--- src/rtl/cache_block_ctrl.sv ---
module cache_block_ctrl #(
  parameter int EVT_W = 4,
  parameter int ACC_W = 8,
  parameter int TS_W  = 12
) (
  input  logic                 clk,
  input  logic                 rst,
  input  logic [1:0]           q_alloc,
  input  logic [1:0]           q_full,
  input  logic [1:0]           q_issue,
  input  logic                 req_valid,
  output logic                 req_ready,
  output logic                 req_retry,
  output logic [1:0]           block_mask,
  output logic [2*EVT_W-1:0]   block_events,
  output logic [2*ACC_W-1:0]   block_cycles
);

  localparam int NC = 2;
  localparam int SW = ((ACC_W > TS_W) ? ACC_W : TS_W) + 1;
  localparam logic [EVT_W-1:0] EVT_MAX = '1;
  localparam logic [ACC_W-1:0] ACC_MAX = '1;

  logic [TS_W-1:0] now_q;
  logic [NC-1:0]   mask_q, mask_d, full_q, set_c, clr_c;
  logic            ready_q, retry_q, pend_q, pend_n, refuse, fire;

  genvar c;
  generate
    for (c = 0; c < NC; c++) begin : g_cause
      logic [TS_W-1:0]  start_q;
      logic [EVT_W-1:0] evt_q;
      logic [ACC_W-1:0] acc_q;
      logic [TS_W-1:0]  elapsed;
      logic [SW-1:0]    sum;

      assign set_c[c] = q_alloc[c] & q_full[c] & ~mask_q[c];
      assign clr_c[c] = q_issue[c] & full_q[c] & ~q_full[c] & mask_q[c];
      assign elapsed  = now_q - start_q;
      assign sum      = SW'(acc_q) + SW'(elapsed);

      always_ff @(posedge clk) begin
        if (rst) begin
          start_q <= '0;
          evt_q   <= '0;
          acc_q   <= '0;
        end else begin
          if (set_c[c]) begin
            start_q <= now_q;
            if (evt_q != EVT_MAX) evt_q <= evt_q + 1'b1;
          end
          if (clr_c[c])
            acc_q <= (sum > SW'(ACC_MAX)) ? ACC_MAX : sum[ACC_W-1:0];
        end
      end

      assign block_events[c*EVT_W +: EVT_W] = evt_q;
      assign block_cycles[c*ACC_W +: ACC_W] = acc_q;
    end
  endgenerate

  assign mask_d = (mask_q | set_c) & ~clr_c;
  assign refuse = req_valid & ~ready_q;
  assign pend_n = pend_q | refuse;
  assign fire   = pend_n & ~|mask_d;

  always_ff @(posedge clk) begin
    if (rst) begin
      now_q   <= '0;
      mask_q  <= '0;
      full_q  <= '0;
      ready_q <= 1'b1;
      retry_q <= 1'b0;
      pend_q  <= 1'b0;
    end else begin
      now_q   <= now_q + 1'b1;
      mask_q  <= mask_d;
      full_q  <= q_full;
      ready_q <= ~|mask_d;
      retry_q <= fire;
      pend_q  <= pend_n & ~fire;
    end
  end

  assign req_ready  = ready_q;
  assign req_retry  = retry_q;
  assign block_mask = mask_q;

endmodule

--- config.mk ---
export PLATFORM = sky130hd
export DESIGN_NAME = cache_block_ctrl
export DESIGN_NICKNAME = d
export VERILOG_FILES = /design/src/rtl/cache_block_ctrl.sv
export SDC_FILE = /design/constraint.sdc
export NUM_CORES = 1
export LEC_CHECK = 0
export ABC_AREA = 1
export BUFFER_PORTS_ARGS = -buffer_cell sky130_fd_sc_hd__buf_2
export CAP_MARGIN = 30
export CORE_ASPECT_RATIO = 1.75
export CORE_MARGIN = 10
export CORE_UTILIZATION = 60
export DETAILED_ROUTE_END_ITERATION = 10
export PLACE_DENSITY = 0.8
export SYNTH_ARGS = -nofsm -noshare
export SYNTH_HDL_FRONTEND = slang
export SYNTH_SLANG_ARGS = --single-unit
export TNS_END_PERCENT = 100
--- constraint.sdc ---
create_clock -name clk -period 3.5 [get_ports clk]
set_input_delay 0.525 -clock clk [delete_from_list [all_inputs] [get_ports clk]]
set_output_delay 0.525 -clock clk [all_outputs]
set_load 0.1 [all_outputs]
# ---- After elaboration in Yosys (flattened, before gate mapping)
# Cells that the tools add are included.
dict set report classes {
  add_sub_neg 7
  n_lt_le_gt_ge 2
  eq_ne 2
  n_mux 2
  bitwise 23
  reduce_logical 4
}
# cell count
set ops {}
lappend ops {{adder 8 x 12 -> 13 bit} 2}
lappend ops {{greater-than comparator 13 x 8 -> 1 bit, second input constant} 2}
lappend ops {{subtractor 12 bit} 2}
lappend ops {{2-to-1 mux 8 bit} 2}
lappend ops {{bitwise AND 1 bit} 13}
lappend ops {{adder 12 x 1 -> 12 bit, second input constant} 1}
lappend ops {{adder 4 x 1 -> 4 bit, second input constant} 2}
lappend ops {{inequality test 4 bit, second input constant} 2}
lappend ops {{NOT 1 bit} 6}
lappend ops {{AND reduction 2 bit} 2}
lappend ops {{bitwise AND 2 bit} 1}
lappend ops {{NOT 2 bit} 1}
lappend ops {{bitwise OR 2 bit} 1}
lappend ops {{OR reduction 2 bit} 1}
lappend ops {{logical NOT 1 bit} 1}
lappend ops {{bitwise OR 1 bit} 1}
dict set report totals {
  register_bits 67
  input_bits 9
  out_inout_bits 28
  elab_cells 52
}

# ---- Depth between registers and ports, before layout
dict set report logic_depth {
  ltp_word 10
  mapped_depth 19
  depth_no_buf 19
}

# ---- Worst setup path after synthesis
# No wires, ideal clock.
dict set report synth_path {
  kind {reg-to-reg}
  startpoint {register now_q[0]}
  endpoint {register g_cause[0].acc_q[0]}
  setup_ns 0.109
  arrival_time_ns 2.607
  t_required_ns 3.391
  path_slack_ns 0.784
  path_stages_with_launch 18
  path_buffers 0
  period_less_slack_ns 2.716
  path_cell_list {dfxtp_1 -> inv_1 -> ha_1 -> inv_1 -> fa_1 -> nand3_1 -> nand3_1 -> xor2_1 -> ha_1 -> a21o_1 -> a21oi_1 -> nand2_1 -> a21oi_1 -> nand2_1 -> nand2_1 -> nand4_1 -> nand2_1 -> inv_1}
}
dict set report synth_between {
  elab_chain_len 4
}
# element line
set synth_lines {}
lappend synth_lines {{start, declared} 24} ;# logic [TS_W-1:0] now_q;
lappend synth_lines {{start signal, assigned} 76} ;# now_q <= now_q + 1'b1;
lappend synth_lines {{subtractor 12 bit (*)} 39} ;# assign elapsed = now_q - start_q;
lappend synth_lines {{adder 8 x 12 -> 13 bit (*)} 40} ;# assign sum = SW'(acc_q) + SW'(elapsed);
lappend synth_lines {{greater-than comparator 13 x 8 -> 1 bit} 53} ;# acc_q <= (sum > SW'(ACC_MAX)) ? ACC_MAX : sum[ACC_W-1:0];
lappend synth_lines {{2-to-1 mux 8 bit (*)} 53}
lappend synth_lines {{end signal, assigned} 53}
lappend synth_lines {{end, declared} 33} ;# logic [ACC_W-1:0] acc_q;
# Mark *: on every way between the ends. The rest lies on a longest branch, timed or not.
# A chain may end at the register's enable or synchronous reset.

# ---- Final worst setup path
dict set report layout_path {
  startpoint {register now_q[0]}
  endpoint {register g_cause[0].acc_q[6]}
}
# Same word-level chain as after synthesis.

==> metrics.txt <==
# TYPE chip_impl_metric gauge
chip_impl_info{name="outcome",value="finished, final reports clean"} 1
chip_impl_metric{name="cts_hold_buf",unit=""} 0
chip_impl_metric{name="htree_levels",unit=""} 3
chip_impl_metric{name="synthCells",unit=""} 669
chip_impl_info{name="cts_root_buf",value="sky130_fd_sc_hd__clkbuf_16"} 1
chip_impl_metric{name="setup-violations-final",unit=""} 0
chip_impl_metric{name="fin_hold_ws",unit="ns"} 0.432
chip_impl_metric{name="relative_slew_slack",unit="%"} 51.2
chip_impl_info{name="crit_start",value="now_q[0]$_SDFF_PP0_"} 1
chip_impl_metric{name="worst_skew_pair_later_pin_latency",unit="ns"} 0.33
chip_impl_metric{name="required",unit="ns"} 3.73
chip_impl_metric{name="gp_congestion",unit=""} 0.897
chip_impl_metric{name="max_cap_violations",unit=""} 0
chip_impl_metric{name="grt_overflow",unit=""} 0
chip_impl_info{name="r2r_end",value="g_cause[0].acc_q[6]$_SDFFE_PP0P_"} 1
chip_impl_metric{name="cts_made_buffers",unit=""} 9
chip_impl_metric{name="fp.dieW",unit="microns"} 86.0
chip_impl_metric{name="cts_post_setup_buffers_inserted",unit=""} 0
chip_impl_metric{name="yosys_warnings",unit=""} 0
chip_impl_metric{name="row_count",unit=""} 42
chip_impl_metric{name="layout.nets",unit=""} 763
chip_impl_metric{name="detail_route.vias_per_cell",unit=""} 5.56
chip_impl_metric{name="layout-drive-gt1-share",unit="%"} 9.14
chip_impl_metric{name="via_count",unit=""} 4443
chip_impl_metric{name="dieHeight",unit="microns"} 136
chip_impl_metric{name="antenna_found_initial",unit=""} 0
chip_impl_metric{name="synth_seq_cells",unit=""} 67
chip_impl_metric{name="synth-async-reset-ratio",unit="%"} 0
chip_impl_metric{name="grt_max_degree",unit=""} 46
chip_impl_metric{name="first_global_vias",unit=""} 4385
chip_impl_metric{name="finalClockSkew",unit="ns"} 0.00478
chip_impl_info{name="hold_path.class",value="in2reg"} 1
chip_impl_metric{name="share_clk_of_total_power",unit="%"} 38.1
chip_impl_metric{name="max_freq",unit="MHz"} 321
chip_impl_metric{name="diodes_inserted",unit=""} 0
chip_impl_metric{name="cellPowerDensity",unit="nW/um^2"} 452
chip_impl_metric{name="number_of_drc_violations_after_detailed_routing",unit=""} 0
chip_impl_metric{name="worst_slew_pin_slew",unit="ns"} 0.730
chip_impl_metric{name="seq_area_frac_synth",unit="%"} 29.3
chip_impl_metric{name="wire_length_of_the_first_global_routing_pass",unit="mm"} 18.6
chip_impl_metric{name="groute.layer.met1.usage",unit="%"} 19.1
chip_impl_metric{name="path_max_fanout",unit=""} 8
chip_impl_metric{name="finalWorstPathRequiredPeriod",unit="ns"} 3.12
chip_impl_metric{name="flow.area_growth_from_synthesis",unit="%"} 12.1
chip_impl_metric{name="synth_nets",unit=""} 725
chip_impl_metric{name="floorplan.core_area",unit="sq um"} 7510
chip_impl_metric{name="path_clk_slew",unit="ns"} 0.05
chip_impl_metric{name="worst_ir_drop_vdd",unit="V"} 0.000545
chip_impl_metric{name="r2r_setup_slack",unit="ns"} 0.38
chip_impl_metric{name="seq_power_share",unit="%"} 35.2
chip_impl_info{name="grt_setup_unrepaired",value="false"} 1
chip_impl_metric{name="average_footprint_of_a_synthesized_cell",unit="sq um"} 6.84
chip_impl_metric{name="number_of_cells_on_the_worst_reg_to_reg_path",unit=""} 17
chip_impl_info{name="critical_path_sink_type",value="flop"} 1
chip_impl_metric{name="design.die.area",unit="sq um"} 11700
chip_impl_metric{name="drt_first_iter_violations",unit=""} 184
chip_impl_metric{name="groute.layer.met2.usage",unit="%"} 34.9
chip_impl_metric{name="timing.final.crit_share",unit="%"} 89.0
chip_impl_metric{name="slew_viol_final",unit=""} 0
chip_impl_metric{name="synth.cell_area",unit="sq um"} 4580
chip_impl_metric{name="io_buffers",unit=""} 36
chip_impl_metric{name="cp_data_arrival_time",unit="ns"} 3.35
chip_impl_metric{name="routed_wire_length",unit="mm"} 10.7
chip_impl_metric{name="dp_hpwl",unit="mm"} 8.43
chip_impl_metric{name="synth_enable_flop_cells",unit=""} 0
chip_impl_info{name="synthFlopType",value="sky130_fd_sc_hd__dfxtp_1"} 1
chip_impl_metric{name="initial_utilization",unit="%"} 60.9
chip_impl_info{name="cts_tree",value="yes"} 1
chip_impl_info{name="netlist.top_cell.by_area",value="sky130_fd_sc_hd__dfxtp_1"} 1
chip_impl_metric{name="routedWlPerCell",unit="microns"} 13.4
chip_impl_metric{name="grt_util_all_layers",unit="%"} 19.0
chip_impl_metric{name="cts_max_path_buffers",unit=""} 2
chip_impl_metric{name="hold_viol",unit=""} 0
chip_impl_info{name="reg2reg_from",value="now_q[0]$_SDFF_PP0_"} 1
chip_impl_metric{name="static-leakage-power",unit="nW"} 2.72
chip_impl_metric{name="p_int",unit="W"} 0.00156
chip_impl_metric{name="p_sw",unit="W"} 0.000755
chip_impl_metric{name="detail-route-antenna-nets",unit=""} 0
chip_impl_info{name="busiest_layer",value="met2"} 1
chip_impl_info{name="yosys-top-cells-area",value="sky130_fd_sc_hd__dfxtp_1 29%, sky130_fd_sc_hd__ha_1 12%, sky130_fd_sc_hd__nand2_1 10%, sky130_fd_sc_hd__inv_1 9.8%, sky130_fd_sc_hd__a21oi_1 8.0%"} 1
chip_impl_metric{name="fin_setup_tns",unit="ns"} 0
chip_impl_metric{name="top_level_ports",unit=""} 37
chip_impl_metric{name="power.share.combinational",unit="%"} 26.6
chip_impl_metric{name="power_switching_share",unit="%"} 32.6
chip_impl_info{name="critical_path.endpoint",value="g_cause[0].acc_q[6]$_SDFFE_PP0P_"} 1
chip_impl_metric{name="gr-usage-met3",unit="%"} 3.01
chip_impl_metric{name="synth_top_area_share",unit="%"} 29.3
chip_impl_info{name="setup.worst_path.class",value="reg2reg"} 1
chip_impl_metric{name="tritoncts_num_sinks",unit=""} 67
chip_impl_metric{name="detailedRoute.firstPassIterationCount",unit=""} 7
chip_impl_info{name="worst_setup_path_start_kind",value="flop"} 1
chip_impl_metric{name="place.detailed.instances",unit=""} 784
chip_impl_metric{name="layout.cells.non_filler",unit=""} 799
chip_impl_metric{name="post_synth_num_cell_types",unit=""} 29
chip_impl_metric{name="number_of_gates_resized_after_cts",unit=""} 0
power groups by stage:
stage / clock (W) / sequential (W) / combinational [W]
global placement: 0 / 0.000831 / 0.000598
global route: 0.000929 / 0.000820 / 0.000694
floorplan: 0 / 0.000892 / 0.000431
finish: 0.000884 / 0.000816 / 0.000617
detailed placement: 0 / 0.000832 / 0.000611
CTS: 0.000897 / 0.000816 / 0.000616
layout by cell type, fill, tap and decap left out, types with 4 or more instances in the layout:
cell type,instances
sky130_fd_sc_hd__clkbuf_16,9
sky130_fd_sc_hd__xnor2_1,11
sky130_fd_sc_hd__o21a_1,7
sky130_fd_sc_hd__a21oi_1,73
sky130_fd_sc_hd__o21ai_0,38
sky130_fd_sc_hd__nor2_1,51
sky130_fd_sc_hd__nand3_1,39
sky130_fd_sc_hd__nand4_1,31
sky130_fd_sc_hd__inv_1,120
sky130_fd_sc_hd__dfxtp_1,67
sky130_fd_sc_hd__fa_1,4
sky130_fd_sc_hd__nor3_1,4
sky130_fd_sc_hd__a21o_1,6
sky130_fd_sc_hd__ha_1,43
sky130_fd_sc_hd__nand2_1,125
sky130_fd_sc_hd__buf_2,36
sky130_fd_sc_hd__a31oi_1,4
sky130_fd_sc_hd__o21bai_1,6
sky130_fd_sc_hd__xor2_1,13
how the worst min path moves through the flow:
stage | startpoint | endpoint | slack (ns) | depth (start not counted)
floorplan | now_q[0]$_SDFF_PP0_ | now_q[0]$_SDFF_PP0_ | 0.43 | 1
global placement | now_q[0]$_SDFF_PP0_ | now_q[0]$_SDFF_PP0_ | 0.44 | 1
detailed placement | g_cause[0].start_q[2]$_SDFFE_PP0P_ | g_cause[0].start_q[2]$_SDFFE_PP0P_ | 0.45 | 2
CTS | q_full[1] | full_q[1]$_SDFF_PP0_ | 0.42 | 3
global route | q_full[1] | full_q[1]$_SDFF_PP0_ | 0.46 | 3
finish | q_full[1] | full_q[1]$_SDFF_PP0_ | 0.43 | 3
worst max-delay path, cell delays in order, from the launching register on:
cell	delay, ns
sky130_fd_sc_hd__dfxtp_1	0.33
sky130_fd_sc_hd__inv_1	0.14
sky130_fd_sc_hd__ha_1	0.17
sky130_fd_sc_hd__inv_1	0.09
sky130_fd_sc_hd__fa_1	0.47
sky130_fd_sc_hd__nand3_1	0.13
sky130_fd_sc_hd__nand3_1	0.10
sky130_fd_sc_hd__xor2_1	0.16
sky130_fd_sc_hd__ha_1	0.35
sky130_fd_sc_hd__nand2_1	0.08
sky130_fd_sc_hd__inv_1	0.09
sky130_fd_sc_hd__nand4_1	0.15
sky130_fd_sc_hd__nand2_1	0.14
sky130_fd_sc_hd__nand3_1	0.10
sky130_fd_sc_hd__nand3_1	0.28
sky130_fd_sc_hd__nand4_1	0.15
sky130_fd_sc_hd__nand2_1	0.08
sky130_fd_sc_hd__inv_1	0.04
cell type report:
cell class	instances	area (sq um)
clock buffer	10	239
clock inverter	5	53.8
fill	637	2390
inverter	121	454
multi-input combinational	470	2740
sequential	67	1340
tap	88	110
timing repair buffer	38	195
synthesized netlist by cell type, types with 3 or more instances:
master,instances
sky130_fd_sc_hd__a21o_1,6
sky130_fd_sc_hd__a21oi_1,73
sky130_fd_sc_hd__a31oi_1,4
sky130_fd_sc_hd__clkbuf_1,8
sky130_fd_sc_hd__dfxtp_1,67
sky130_fd_sc_hd__fa_1,4
sky130_fd_sc_hd__ha_1,43
sky130_fd_sc_hd__inv_1,120
sky130_fd_sc_hd__nand2_1,125
sky130_fd_sc_hd__nand3_1,39
sky130_fd_sc_hd__nand4_1,31
sky130_fd_sc_hd__nor2_1,51
sky130_fd_sc_hd__nor2_2,3
sky130_fd_sc_hd__nor3_1,4
sky130_fd_sc_hd__o21a_1,7
sky130_fd_sc_hd__o21ai_0,38
sky130_fd_sc_hd__o21bai_1,6
sky130_fd_sc_hd__xnor2_1,11
sky130_fd_sc_hd__xor2_1,13
kinds of logic after synthesis:
group                    count (synthesis)  synth area share, %
AO/OA/AOI/OAI                          136                 16.2
XOR/XNOR                                24                 4.59
adder cells (fa/ha/maj)                 47                 13.5
buffers and inverters                  132                 10.9
flip-flops                              67                 29.3
AND/OR/NAND/NOR                        263                 25.5
routing by layer:
layer | part of all wire [%] | vias to the layer above
li1 | - | 2276
met1 | 39 | 2020
met2 | 53 | 116
met3 | 3.9 | 31
met4 | 3.9 | 0
met5 | 0 | -
metrics by stage:
stage               utilization (%)  power, W  setup WS, ns  instance area (sq um)
floorplan                         -   0.00132         0.784                   4580
global placement               64.4   0.00143         0.509                   4840
detailed placement             64.4   0.00144         0.407                   4840
CTS                            68.2   0.00233         0.392                   5130
global route                   68.2   0.00244        0.0868                   5130
finish                         68.2   0.00232         0.384                   5130
flip-flops by register name (all words and copies together), names as in the netlist:
signal	flops
full_q	2
req_ready	1
pend_q	1
g_cause.evt_q	8
g_cause.acc_q	16
now_q	12
req_retry	1
block_mask	2
g_cause.start_q	24
Power figures use the tool's default switching activity.
